### config.mk
export PLATFORM = sky130hd
export DESIGN_NAME = tmr_counter
export DESIGN_NICKNAME = d
export VERILOG_FILES = /design/src/rtl/tmr_pkg.sv /design/src/rtl/tmr_voter.sv /design/src/rtl/tmr_replica.sv /design/src/rtl/tmr_counter.sv
export SDC_FILE = /design/constraint.sdc
export NUM_CORES = 1
export LEC_CHECK = 0
export BUFFER_PORTS_ARGS = -buffer_cell sky130_fd_sc_hd__buf_2
export CAP_MARGIN = 10
export CORE_ASPECT_RATIO = 1.2
export CORE_UTILIZATION = 50
export DETAILED_ROUTE_END_ITERATION = 16
export PLACE_DENSITY = 0.75
export SLEW_MARGIN = 30
export SYNTH_ARGS = -nofsm -noshare
export SYNTH_HDL_FRONTEND = slang
export SYNTH_SLANG_ARGS = --single-unit
### constraint.sdc
create_clock -name clk -period 2.1 [get_ports clk]
set_input_delay 0.63 -clock clk [delete_from_list [all_inputs] [get_ports clk]]
set_output_delay 0.63 -clock clk [all_outputs]
set_load 0.02 [all_outputs]
### src/rtl/tmr_pkg.sv
package tmr_pkg;

    localparam int LANES = 3;

    typedef enum logic {
        MODE_PLAIN    = 1'b0,
        MODE_FEEDBACK = 1'b1
    } tmr_mode_e;

endpackage

### src/rtl/tmr_voter.sv
module tmr_voter #(
    parameter int WIDTH = 8
) (
    input  logic [WIDTH-1:0] in_x,
    input  logic [WIDTH-1:0] in_y,
    input  logic [WIDTH-1:0] in_z,
    output logic [WIDTH-1:0] vote
);

    // Bitwise two-of-three majority
    always_comb begin
        vote = (in_x & in_y) | (in_y & in_z) | (in_x & in_z);
    end

endmodule

### src/rtl/tmr_replica.sv
module tmr_replica
    import tmr_pkg::*;
#(
    parameter int        WIDTH = 8,
    parameter tmr_mode_e MODE  = MODE_FEEDBACK
) (
    input  logic             clk,
    input  logic             rst,
    input  logic             en,
    input  logic             load,
    input  logic [WIDTH-1:0] load_val,
    input  logic [WIDTH-1:0] voted,
    output logic [WIDTH-1:0] state
);

    logic [WIDTH-1:0] base;
    logic [WIDTH-1:0] nxt;

    // Variant choice: where the next value is built from
    generate
        if (MODE == MODE_FEEDBACK) begin : g_fb
            assign base = voted;
        end else begin : g_plain
            assign base = state;
        end
    endgenerate

    always_comb begin
        if (load) begin
            nxt = load_val;
        end else if (en) begin
            nxt = base + {{(WIDTH-1){1'b0}}, 1'b1};
        end else begin
            nxt = base;
        end
    end

    always_ff @(posedge clk) begin
        if (rst) begin
            state <= '0;
        end else begin
            state <= nxt;
        end
    end

endmodule

### src/rtl/tmr_counter.sv
module tmr_counter
    import tmr_pkg::*;
#(
    parameter int        WIDTH = 8,
    parameter tmr_mode_e MODE  = MODE_FEEDBACK
) (
    input  logic                        clk,
    input  logic                        rst,
    input  logic                        en,
    input  logic [LANES-1:0]            inj_en,
    input  logic [LANES-1:0][WIDTH-1:0] inj_val,
    output logic [WIDTH-1:0]            q_a,
    output logic [WIDTH-1:0]            q_b,
    output logic [WIDTH-1:0]            q_c,
    output logic                        mismatch
);

    logic [WIDTH-1:0] copy_q [LANES];
    logic [WIDTH-1:0] vote_q [LANES];

    generate
        for (genvar i = 0; i < LANES; i++) begin : g_lane
            tmr_replica #(
                .WIDTH (WIDTH),
                .MODE  (MODE)
            ) u_rep (
                .clk      (clk),
                .rst      (rst),
                .en       (en),
                .load     (inj_en[i]),
                .load_val (inj_val[i]),
                .voted    (vote_q[i]),
                .state    (copy_q[i])
            );

            tmr_voter #(
                .WIDTH (WIDTH)
            ) u_vote (
                .in_x (copy_q[0]),
                .in_y (copy_q[1]),
                .in_z (copy_q[2]),
                .vote (vote_q[i])
            );
        end
    endgenerate

    assign q_a = vote_q[0];
    assign q_b = vote_q[1];
    assign q_c = vote_q[2];

    always_comb begin
        mismatch = !((copy_q[0] == copy_q[1]) && (copy_q[1] == copy_q[2]));
    end

    // ---------------- assertions ----------------
    logic was_rst;
    logic armed;

    always_ff @(posedge clk) begin
        was_rst <= rst;
        armed   <= !rst;
        if (was_rst) begin
            assert_reset_clear_R1: assert (q_a == '0 && q_b == '0 && q_c == '0 && !mismatch);
        end
    end

    assert_outputs_agree_R4: assert property (@(posedge clk) disable iff (rst)
        (q_a == q_b) && (q_b == q_c));

    assert_vote_follows_pair_R4: assert property (@(posedge clk) disable iff (rst)
        (copy_q[0] == copy_q[2]) |-> (q_a == copy_q[0]));

    assert_count_step_R2: assert property (@(posedge clk) disable iff (rst)
        (MODE == MODE_FEEDBACK && armed && $past(en) && $past(inj_en) == '0)
            |-> (q_a == $past(q_a) + {{(WIDTH-1){1'b0}}, 1'b1}));

    assert_count_hold_R2: assert property (@(posedge clk) disable iff (rst)
        (MODE == MODE_FEEDBACK && armed && !$past(en) && $past(inj_en) == '0)
            |-> (q_a == $past(q_a)));

    assert_resync_R6: assert property (@(posedge clk) disable iff (rst)
        (MODE == MODE_FEEDBACK && mismatch && inj_en == '0) |=> !mismatch);

    assert_stays_apart_R7: assert property (@(posedge clk) disable iff (rst)
        (MODE == MODE_PLAIN && mismatch && inj_en == '0) |=> mismatch);

    assert_inject_load_R9: assert property (@(posedge clk) disable iff (rst)
        inj_en[1] |=> (copy_q[1] == $past(inj_val[1])));

endmodule

-- Word level (Yosys, flattened, before mapping)
Cells that the tools add are included.
- register bits: 24
- input port bits: 30
- word-level logic and storage cells: 17
- $add $sub $neg: 1
- equal/unequal tests: 2
- multiplexer cells: 4
- bitwise operators: 5
- reductions and logical operators: 2
- operators by type and width (cell ; number):
    $mux 8 ; 4
    $and 8x8->8 ; 3
    $eq 8x8->1 ; 2
    $or 8x8->8 ; 2
    $add 8x1->8 const B ; 1
    $logic_and 1x1->1 ; 1
    $logic_not 1->1 ; 1

-- Depth between registers and ports, before layout
Gate-level depths: netlist (run 1).
- word-level depth: 6
- depth in mapped cells: 7

-- Cells and area by module
From an unflattened synthesis (run 1), not the netlist that was laid out.
- cells, all modules: 195
- area, all modules: 1744.2 um^2
- by module, submodules not included (module ; instances ; cells each ; area an instance (um^2) ; sequential area each (um^2)):
    tmr_replica ; 3 ; 50 ; 449.2 ; 160.2
    tmr_voter ; 3 ; 8 ; 90.1 ; 0.0
    tmr_counter ; 1 ; 21 ; 126.4 ; 0.0

-- Least setup slack after synthesis (run 1)
OpenSTA, ideal clock, no wires.
- path kind: register to output
- start point: register g_lane[2].u_rep.state[7]
- end point: output q_b[7]
- arrival: 1280 ps
- path slack: 190 ps
- stages on the path, launching flop included: 5
- buffers on the path: 1
- cell sequence: dfxtp_1 -> ha_1 -> a211oi_1 -> inv_1 -> buf_4
- longest elaborated chain between the ends: 3
- RTL lines (what ; RTL line ; source):
    from (decl) ; tmr_replica.sv:13 ; output logic [WIDTH-1:0] state
    from (signal assigned) ; tmr_replica.sv:42 ; state <= nxt;
    $and 8x8->8 ; n/a ;
    $or 8x8->8 ; n/a ;
    $or 8x8->8 * ; n/a ;
    to (decl) ; tmr_counter.sv:13 ; output logic [WIDTH-1:0] q_b,
Mark *: on every way between the ends. The rest lies on a longest branch, timed or not.

-- Worst setup path in the final report (run 1)
- start point: register g_lane[2].u_rep.state[0]
- end point: output mismatch
- longest elaborated chain between the ends: 3
- RTL lines (what ; RTL line ; source):
    $eq 8x8->1 ; tmr_counter.sv:52 ; mismatch = !((copy_q[0] == copy_q[1]) && (copy_q[1] == copy_q[2]));
    $logic_and 1x1->1 ; tmr_counter.sv:52 ;
    $logic_not 1->1 ; tmr_counter.sv:52 ;
    to (decl) ; tmr_counter.sv:15 ; output logic mismatch
No other way between the ends.

==> results of run 1 <==
==> layout make-up <==
class	instances	area [sq um]	share of cell area [%]
Sequential cell	24	512	23.0
Tap cell	36	45.0	2.02
Inverter	4	20.0	0.899
Clock inverter	1	30.0	1.35
Timing Repair Buffer	64	369	16.6
Multi-Input combinational cell	121	1230	55.2
Clock buffer	3	22.5	1.01
==> report_power, final <==
| group | total (mW) | switching, mW | internal (mW) |
|---|---|---|---|
| Clock | 0.345 | 0.151 | 0.194 |
| Sequential | 0.522 | 0.0362 | 0.486 |
| Combinational | 0.348 | 0.185 | 0.163 |
| Total | 1.22 | 0.372 | 0.843 |
==> worst min-delay path, stage by stage <==
cell     delay (ps)
buf_2            70
mux2i_1          50
nor2_1           90
==> metal layers <==
metal  vias to the layer above  GRT usage (%)
li1                        710              -
met1                       739           34.7
met3                         9           3.52
met2                        53           50.9
met4                         0           10.9
met5                         -              0
==> cell families after synthesis <==
logic type / synth area share, %
XOR/XNOR: 2.08
buffers and inverters: 10.4
adder cells (fa/ha/maj): 13.1
flip-flops: 29.6
AO/OA/AOI/OAI: 21.0
multiplexers: 4.31
AND/OR/NAND/NOR: 19.6
==> through the flow <==
stage	setup slack (ps)	utilization (%)	instances	power [mW]	area [sq um]
2_1_floorplan	190	-	172	0.696	1620
3_3_place_gp	200	58.8	242	0.758	1810
3_5_place_dp	147	58.8	242	0.768	1810
4_1_cts	-61.6	69.0	248	1.17	2130
5_1_grt	-146	72.2	253	1.26	2230
6_report	-87.3	72.2	253	1.22	2230
==> worst paths after layout <==
kind                            start                       end  slack [ps]  cells past startpoint
max          g_lane[2].u_rep.state[0]                  mismatch         -90                      4
min                        inj_val[2]  g_lane[0].u_rep.state[2]         530                      3
max reg2reg  g_lane[1].u_rep.state[0]  g_lane[2].u_rep.state[2]         220                      7
min reg2reg  g_lane[0].u_rep.state[7]  g_lane[0].u_rep.state[7]         660                      3
==> what timing repair did <==
item | in CTS | in global routing
setup endpoints to repair | 13 | 22
endpoints found under the hold margin | 0 | 0
pin swaps | 8 | 4
resized for setup | 44 | 16
buffers inserted | 2 | 5
==> synthesized netlist by cell type (all sizes together) <==
cell type | n | area (sq um)
nand2 | 25 | 93.8
dfxtp | 24 | 480
buf | 18 | 130
ha | 17 | 213
nor2 | 12 | 47.6
o211ai | 9 | 67.6
o221ai | 9 | 104
mux2i | 7 | 70.1
nand3b | 6 | 45.0
clkbuf | 5 | 18.8
nand3 | 5 | 30.0
nand4 | 5 | 58.8
a211o | 4 | 45.1
a211oi | 4 | 52.6
inv | 4 | 20.0
nor4 | 4 | 25.0
o21a | 3 | 22.5
o311ai | 3 | 26.3
o31ai | 3 | 22.5
or2 | 2 | 17.5
xor2 | 2 | 25.0
xnor2 | 1 | 8.76
==> impl_metrics.yaml, run 1 <==
floorplanning:
  ioPinCount: 55
  initial_core_util_pct: 52.7
  die_area_sq_um: 3480
  die-width_microns: 54.0
  fp-row-count: 22
  design.core.area_sq_um: 3080
  die_h_microns: 64.4
grt:
  grt-ovfl-total: 0
  grt_usage_pct: 29.0
  grt_pass1_vias: 1524
  grt_pass1_wl_microns: 7250
  antenna_found_initial: 0
  grt_max_degree: 17
detailed_routing:
  ant_nets: 0
  met2_length_microns: 2420
  highest_layer: "met4"
  met1_length_microns: 2050
  num_vias: 1511
  wl_microns: 4750
  drtIter0Drc: 15
  wl_met3_microns: 196
  wl_per_cell_microns: 18.8
  drc: 0
  drt_pass1_iterations: 4
  avgViaCountPerCell: 5.97
synth:
  yosysSeqAreaShare_pct: 29.6
  syn_nets: 219
  yosys_warnings: 0
  synth.avg_cell_area_sq_um: 9.44
  synth_cells: 172
  yosysUniqueCellTypes: 36
  netlist_area_sq_um: 1620
  ys_ff_latch: 24
timing:
  max_clock_freq_mhz: 457
  final.min_clock_period_ps: 2190
  holdWs_ps: 535
  slew_headroom_pct: 63.3
  slew_viol_final: 0
  hold_viol: 0
  setup_viol_count_final: 7
  fin_crit_sh_pct: 104
  worstMarginPinSlew_ps: 549
  fin_tns_setup_ps: -176
  skew_ps: 14.5
  setup_ws_ps: -87.3
  rsz0062_at_grt: "yes"
pwr:
  ir_drop_mv: 0.356
  p_leak_nw: 1.00
  cellPowerDensity_nw_per_um2: 546
critical_path:
  arrival_ps: 1560
  crit_type: "reg2out"
  crit_chain: "ha_4 > nor4_4 > nand4_1 > buf_4"
  worstPathMaxFanout: 2
  worst-path-buf-inv: 1
  startpoint_type: "flop"
  required_ps: 1470
  slowest_delay_ps: 370
  crit_family: "simple AND/OR/NAND/NOR gates"
  cpMaxStageDelayCell: "dfxtp_2"
  endpoint_kind: "output port"
status:
  violations: "setup timing"
  status: "complete, but fails checks"
placement:
  place_congestion: 0.750
  dp_hpwl_microns: 3120
  numPortBuffers: 54
layout:
  nFillCells: 232
  final_common_cell: "buf_2"
  largest_reg_flops: 24
  largest-register: "g_lane.u_rep.state"
  nets: 265
  syn2layout_area_growth_pct: 37.1
  final_cell_mix: "49 x buf_2, 25 x nand2_1, 16 x dfxtp_2"
  drive_above_1_share_pct: 59.4
  reg_top3: "g_lane.u_rep.state: 24 flops"
  diodes: 0
clocking:
  clkTransAtPathRegs_ps: 140
  clockBufferDepth: 2
  clk_latency_ps: 340
  cts_hold_buf: 0
  cts_buffers: 3
  cts_tree: "yes"
  htree_levels: 1
  clock_sinks: 24
  cts-root-buf: "clkbuf_4"
worst_hold_path:
  min_path_type: "in2reg"
job:
  drv_cap: 0
No activity file was read; power rests on OpenSTA's default activity.
==> run 2, diff against run 1 <==
clock period = 2.25 ns   (was 2.1 ns; I/O delays follow)
==> run 2 against run 1 <==
Effect of this change: via count decreased by 0.86%; critical endpoint unchanged; first-iteration DRC count increased by 120%; routed wire length decreased by 7.2%; clock skew decreased by 10 ps; largest power group unchanged; global-route usage decreased by 3.1 points; register-to-register slack improved by 70 ps; the run now ends clean; power decreased by 16%; core utilization decreased by 2.8 points.
==> impl_metrics.yaml, run 2 (same netlist as run 1, synthesis figures left out) <==
timing:
  holdWs_ps: 578
  fin_crit_sh_pct: 99.8
  setup_viol_count_final: 0
  worstMarginPinSlew_ps: 537
  slew_viol_final: 0
  fin_tns_setup_ps: 0
  final.min_clock_period_ps: 2240
  rsz0062_at_grt: "yes"
  max_clock_freq_mhz: 445
  skew_ps: 4.16
  hold_viol: 0
  slew_headroom_pct: 64.1
critical_path:
  startpoint: "g_lane[1].u_rep.state[0]"
  rrSetupSlack_ps: 290
  arrival_ps: 1570
  regToRegEndpoint: "g_lane[2].u_rep.state[2]"
  cp-endpoint: "mismatch"
  endpoint_kind: "output port"
  crit_type: "reg2out"
  r2r_start: "g_lane[0].u_rep.state[0]"
  worst_r2r_path_depth: 7
  required_ps: 1570
  startpoint_type: "flop"
  worstPathMaxFanout: 2
detailed_routing:
  drc: 0
  wl_microns: 4400
  ant_nets: 0
  drt_pass1_iterations: 4
  avgViaCountPerCell: 5.92
  wl_per_cell_microns: 17.4
  num_vias: 1498
  drtIter0Drc: 33
clocking:
  cts-root-buf: "clkbuf_4"
  clkTransAtPathRegs_ps: 130
  htree_levels: 1
  cts_buffers: 3
  clockBufferDepth: 2
  cts_tree: "yes"
  clock_sinks: 24
  clk_latency_ps: 320
layout:
  drive_above_1_share_pct: 55.3
  multiInputGateArea_sq_um: 1170
  diodes: 0
  syn2layout_area_growth_pct: 31.9
  instances_no_fill: 253
  final_common_cell: "buf_2"
  largest_reg_flops: 24
  nFillCells: 237
  final_core_util_pct: 69.5
  ff_latch_area_sq_um: 504
  final_cell_mix: "50 x buf_2, 25 x nand2_1, 13 x dfxtp_2"
  reg_top3: "g_lane.u_rep.state: 24 flops"
  largest-register: "g_lane.u_rep.state"
  nets: 265
pwr:
  p_leak_nw: 1.00
  cellPowerDensity_nw_per_um2: 477
  power_mw: 1.02
  ir_drop_mv: 0.276
floorplanning:
  initial_core_util_pct: 52.7
  fp-row-count: 22
  ioPinCount: 55
  die_area_sq_um: 3480
  die_h_microns: 64.4
  die-width_microns: 54.0
  design.core.area_sq_um: 3080
worst_hold_path:
  min_path_type: "in2reg"
  min_from: "inj_val[20]"
  hold_depth: 3
placement:
  dp_hpwl_microns: 3060
  numPortBuffers: 54
  placed_cells: 240
  place_congestion: 0.750
grt:
  grt-ovfl-total: 0
  grt_usage_pct: 26.0
  grt_max_degree: 17
  antenna_found_initial: 0
  grt_pass1_vias: 1420
  grt_pass1_wl_microns: 6590
job:
  drv_cap: 0
status:
  status: "completed"
[run 2: cell count changes in the layout (fill, tap and decap cells not counted), moves of 2 or more]
cell	previous run	this run
dfxtp_1	5	9
a211o_1	0	2
dfxtp_2	16	13
a211o_4	3	1
buf_4	12	10
ha_1	3	6
ha_4	13	10
[run 2: how the worst min path moves through the flow]
| stage | to | slack, ps |
|---|---|---|
| 3_3_place_gp | g_lane[2].u_rep.state[5] | 610 |
| 6_report | g_lane[2].u_rep.state[4] | 580 |
| 4_1_cts | g_lane[2].u_rep.state[4] | 580 |
| 5_1_grt | g_lane[2].u_rep.state[4] | 590 |
| 2_1_floorplan | g_lane[2].u_rep.state[5] | 580 |
| 3_5_place_dp | g_lane[2].u_rep.state[5] | 640 |
[run 2: what timing repair did]
item	in CTS	in global routing
setup endpoints to repair	10	13
gates resized for setup	15	35
setup buffers	3	6
pin swaps	4	6
hold buffers	0	0
[run 2: through the flow]
step / setup slack, ps / instance area, sq um
finish: 5.22 / 2140
global route: -49.2 / 2140
CTS: 0.410 / 1940
detailed placement: 269 / 1800
global placement: 311 / 1800
floorplan: 295 / 1620
[run 2: worst max-delay path, stage by stage, from the launching register on]
cell     delay (ps)
dfxtp_2         360
ha_1            300
nor4_2          270
nand4_1         150
buf_6           160
[run 2: layer usage]
| layer | vias to the layer above | GRT usage, % | share of wire (%) |
|---|---|---|---|
| met5 | - | 0 | 0 |
| met4 | 0 | 7.69 | 1.3 |
| met3 | 6 | 3.99 | 5.5 |
| met2 | 71 | 45.8 | 50 |
| met1 | 707 | 31.2 | 43 |
| li1 | 714 | - | - |
[run 2: report_power, final]
group	internal [mW]	leakage (nW)	switching (mW)	total, mW
logic	0.141	0.775	0.167	0.308
registers	0.453	0.204	0.0267	0.479
clock network	0.0991	0.0210	0.135	0.234
[run 2: final cells by class]
cell class              count  share of cell area (%)
multi-input cells         121                    54.4
flip-flops and latches     24                    23.5
clock buffers               4                    1.69
well taps                  36                    2.10
inverters                   4                   0.935
repair buffers             64                    17.3
==> run 3, diff against run 2 <==
CORE_ASPECT_RATIO = 1.4   (was 1.2)
PLACE_DENSITY = 0.74   (was 0.75)
SYNTH_HIERARCHICAL = 1   (was default)
==> run 3 against run 2 <==
Effect of this change: the flow now finishes with violations (setup timing); clock skew is 1.4 ps higher; largest power group unchanged; via count is 9.1% higher; synthesized area is 7.4% higher.
==> impl_metrics.yaml, run 3 <==
layout:
  reg_top3: "g_lane.u_rep/state: 24 flops"
  finalInstanceArea_sq_um: 2200
  drive_above_1_share_pct: 50.0
  syn2layout_area_growth_pct: 25.9
  final_common_cell: "buf_2"
  final_cell_mix: "53 x buf_2, 24 x maj3_2, 18 x nor2_1"
  diodes: 0
  largest-register: "g_lane.u_rep/state"
  largest_reg_flops: 24
  nets: 282
status:
  status: "complete, but fails checks"
  violations: "setup timing"
pwr:
  p_int_uw: 749
  switching_share_pct: 31.5
  power.share.sequential_pct: 46.0
  p_leak_nw: 0.999
  p_clk_share_pct: 25.7
  cellPowerDensity_nw_per_um2: 498
  comb_power_share_pct: 28.3
  ir_drop_mv: 0.394
  p_switching_uw: 345
detailed_routing:
  wl_per_cell_microns: 14.6
  drtIter0Drc: 25
  drc: 0
  wl_microns: 4190
  ant_nets: 0
  drt_pass1_iterations: 4
  num_vias: 1635
  avgViaCountPerCell: 5.68
clocking:
  cts-root-buf: "clkbuf_8"
  clock_sinks: 24
  cts_hold_buf: 0
  clk_latency_ps: 260
  cts_tree: "yes"
  clockBufferDepth: 2
  htree_levels: 1
  clkTransAtPathRegs_ps: 80
  cts_buffers: 3
placement:
  place_congestion: 0.802
  numPortBuffers: 54
  postPlaceCellArea_sq_um: 2000
  dp_hpwl_microns: 3110
  pre_cts_ws_ps: 191
critical_path:
  startpoint_type: "flop"
  r2r_start: "g_lane[0].u_rep/state[0]"
  rrSetupSlack_ps: 460
  crit_type: "reg2out"
  required_ps: 1570
  worst_r2r_path_depth: 6
  regToRegEndpoint: "g_lane[0].u_rep/state[1]"
  arrival_ps: 1600
  endpoint_kind: "output port"
  worstPathMaxFanout: 5
synth:
  yosysUniqueCellTypes: 26
  synth_cells: 195
  yosysTopAreaCell: "dfxtp_1"
  ys.flop_type: "dfxtp_1"
  yosysSeqAreaShare_pct: 27.5
  syn_nets: 228
  async_reset_ff_share_pct: 0
  synth-edff-count: 0
  ys_ff_latch: 24
  synth_area_leaders: "dfxtp_1 28%, maj3_2 15%, xor2_1 6.0%, nand4_1 4.3%, nor3_1 4.0%"
  synth.avg_cell_area_sq_um: 8.94
  synth_common_cells: "24 x dfxtp_1, 24 x maj3_2, 18 x nor2_1"
  yosys_warnings: 6
  synth_top_area_share_pct: 27.5
  netlist_area_sq_um: 1740
grt:
  grt_usage_pct: 24.1
  grt_pass1_wl_microns: 6720
  antenna_found_initial: 0
  grt_max_degree: 25
  grt-ovfl-total: 0
  grt_pass1_vias: 1467
timing:
  setup_viol_count_final: 1
  hold_viol: 0
  final.min_clock_period_ps: 2270
  rsz0062_at_grt: "yes"
  setup_ws_ps: -20.5
  slew_viol_final: 0
  skew_ps: 5.53
  slew_headroom_pct: 68.0
  max_clock_freq_mhz: 440
  worstMarginPinSlew_ps: 481
  fin_crit_sh_pct: 101
floorplanning:
  die_h_microns: 71.9
  design.core.area_sq_um: 3350
  ioPinCount: 55
  fp-row-count: 25
  die_area_sq_um: 3730
  initial_core_util_pct: 52.1
  die-width_microns: 51.9
job:
  drv_cap: 0
worst_hold_path:
  min_path_type: "in2reg"
  min_from: "inj_val[8]"
  hold_path_end: "g_lane[1].u_rep/state[0]"
  hold_depth: 3
## run 3: changes by cell type after synthesis, moves of 8 or more
cell	delta
and3_1	+8
buf_4	-16
maj3_2	+24
ha_1	-14
nand4_1	+10
a211oi_1	+8
xor2_1	+11
nor3_1	+14
o211ai_1	-9
nand2_1	-19
## run 3: through the flow
step	std cells	hold slack, ps	utilization (%)	TNS [ps]	power (mW)
after CTS	286	651	63.9	0	1.08
after floorplan	195	822	-	0	0.709
final	288	653	65.6	-20.5	1.09
after global routing	288	668	65.6	-61.9	1.15
after global placement	280	854	59.9	0	0.792
after detailed placement	280	862	59.9	0	0.795
## run 3: routing by layer
layer	vias to the layer above	routed length, microns	global-route usage (%)
met4	0	113	10.8
met1	756	1830	29.0
met5	-	0	0
met2	37	2120	41.7
met3	8	137	2.55
li1	834	-	-
## run 3: critical path, cell delays in order (launching register included)
cell and delay (ps):
dfxtp_4 390, and3_4 190, o22ai_2 80, or4_4 520, buf_6 150
## run 3: cells by family after synthesis
logic type      Yosys count  share of synthesized area [%]
mux                       9                           5.38
xor+xnor                 12                           6.03
simple gates             71                           22.8
fa+ha+maj                27                           17.6
flops                    24                           27.5
buf+inv                  18                           5.38
compound gates           34                           15.2
## run 3: timing repair
action                                  in CTS  in global routing
endpoints found under the hold margin        0                  0
endpoints found under the setup margin       1                  1
resized for setup                           30                 11
buffers inserted                             2                  2
pin swaps                                    2                  2
## run 3: worst max-delay path by stage
| stage | startpoint | endpoint | slack, ps | cells past startpoint |
|---|---|---|---|---|
| 2_1_floorplan | g_lane[2].u_rep/state[5] | mismatch | 310 | 3 |
| 3_3_place_gp | g_lane[2].u_rep/state[5] | mismatch | 200 | 4 |
| 3_5_place_dp | g_lane[2].u_rep/state[5] | mismatch | 190 | 4 |
| 4_1_cts | g_lane[1].u_rep/state[0] | mismatch | 2 | 4 |
| 5_1_grt | g_lane[1].u_rep/state[0] | mismatch | -60 | 4 |
| 6_report | g_lane[1].u_rep/state[0] | mismatch | -20 | 4 |
## run 3: layout make-up
class / instances / area, sq um
multi-input cells: 153 / 1220
fillers: 308 / 1150
flip-flops and latches: 24 / 531
repair buffers: 58 / 307
clock buffers: 4 / 55.1
well taps: 40 / 50.0
inverters: 9 / 33.8
## run 3: power by group through the flow
stage | clock [mW] | combinational [mW] | sequential, mW
floorplan | 0 | 0.210 | 0.500
global placement | 0 | 0.286 | 0.506
detailed placement | 0 | 0.288 | 0.507
CTS | 0.287 | 0.297 | 0.500
global route | 0.308 | 0.336 | 0.510
finish | 0.282 | 0.309 | 0.503
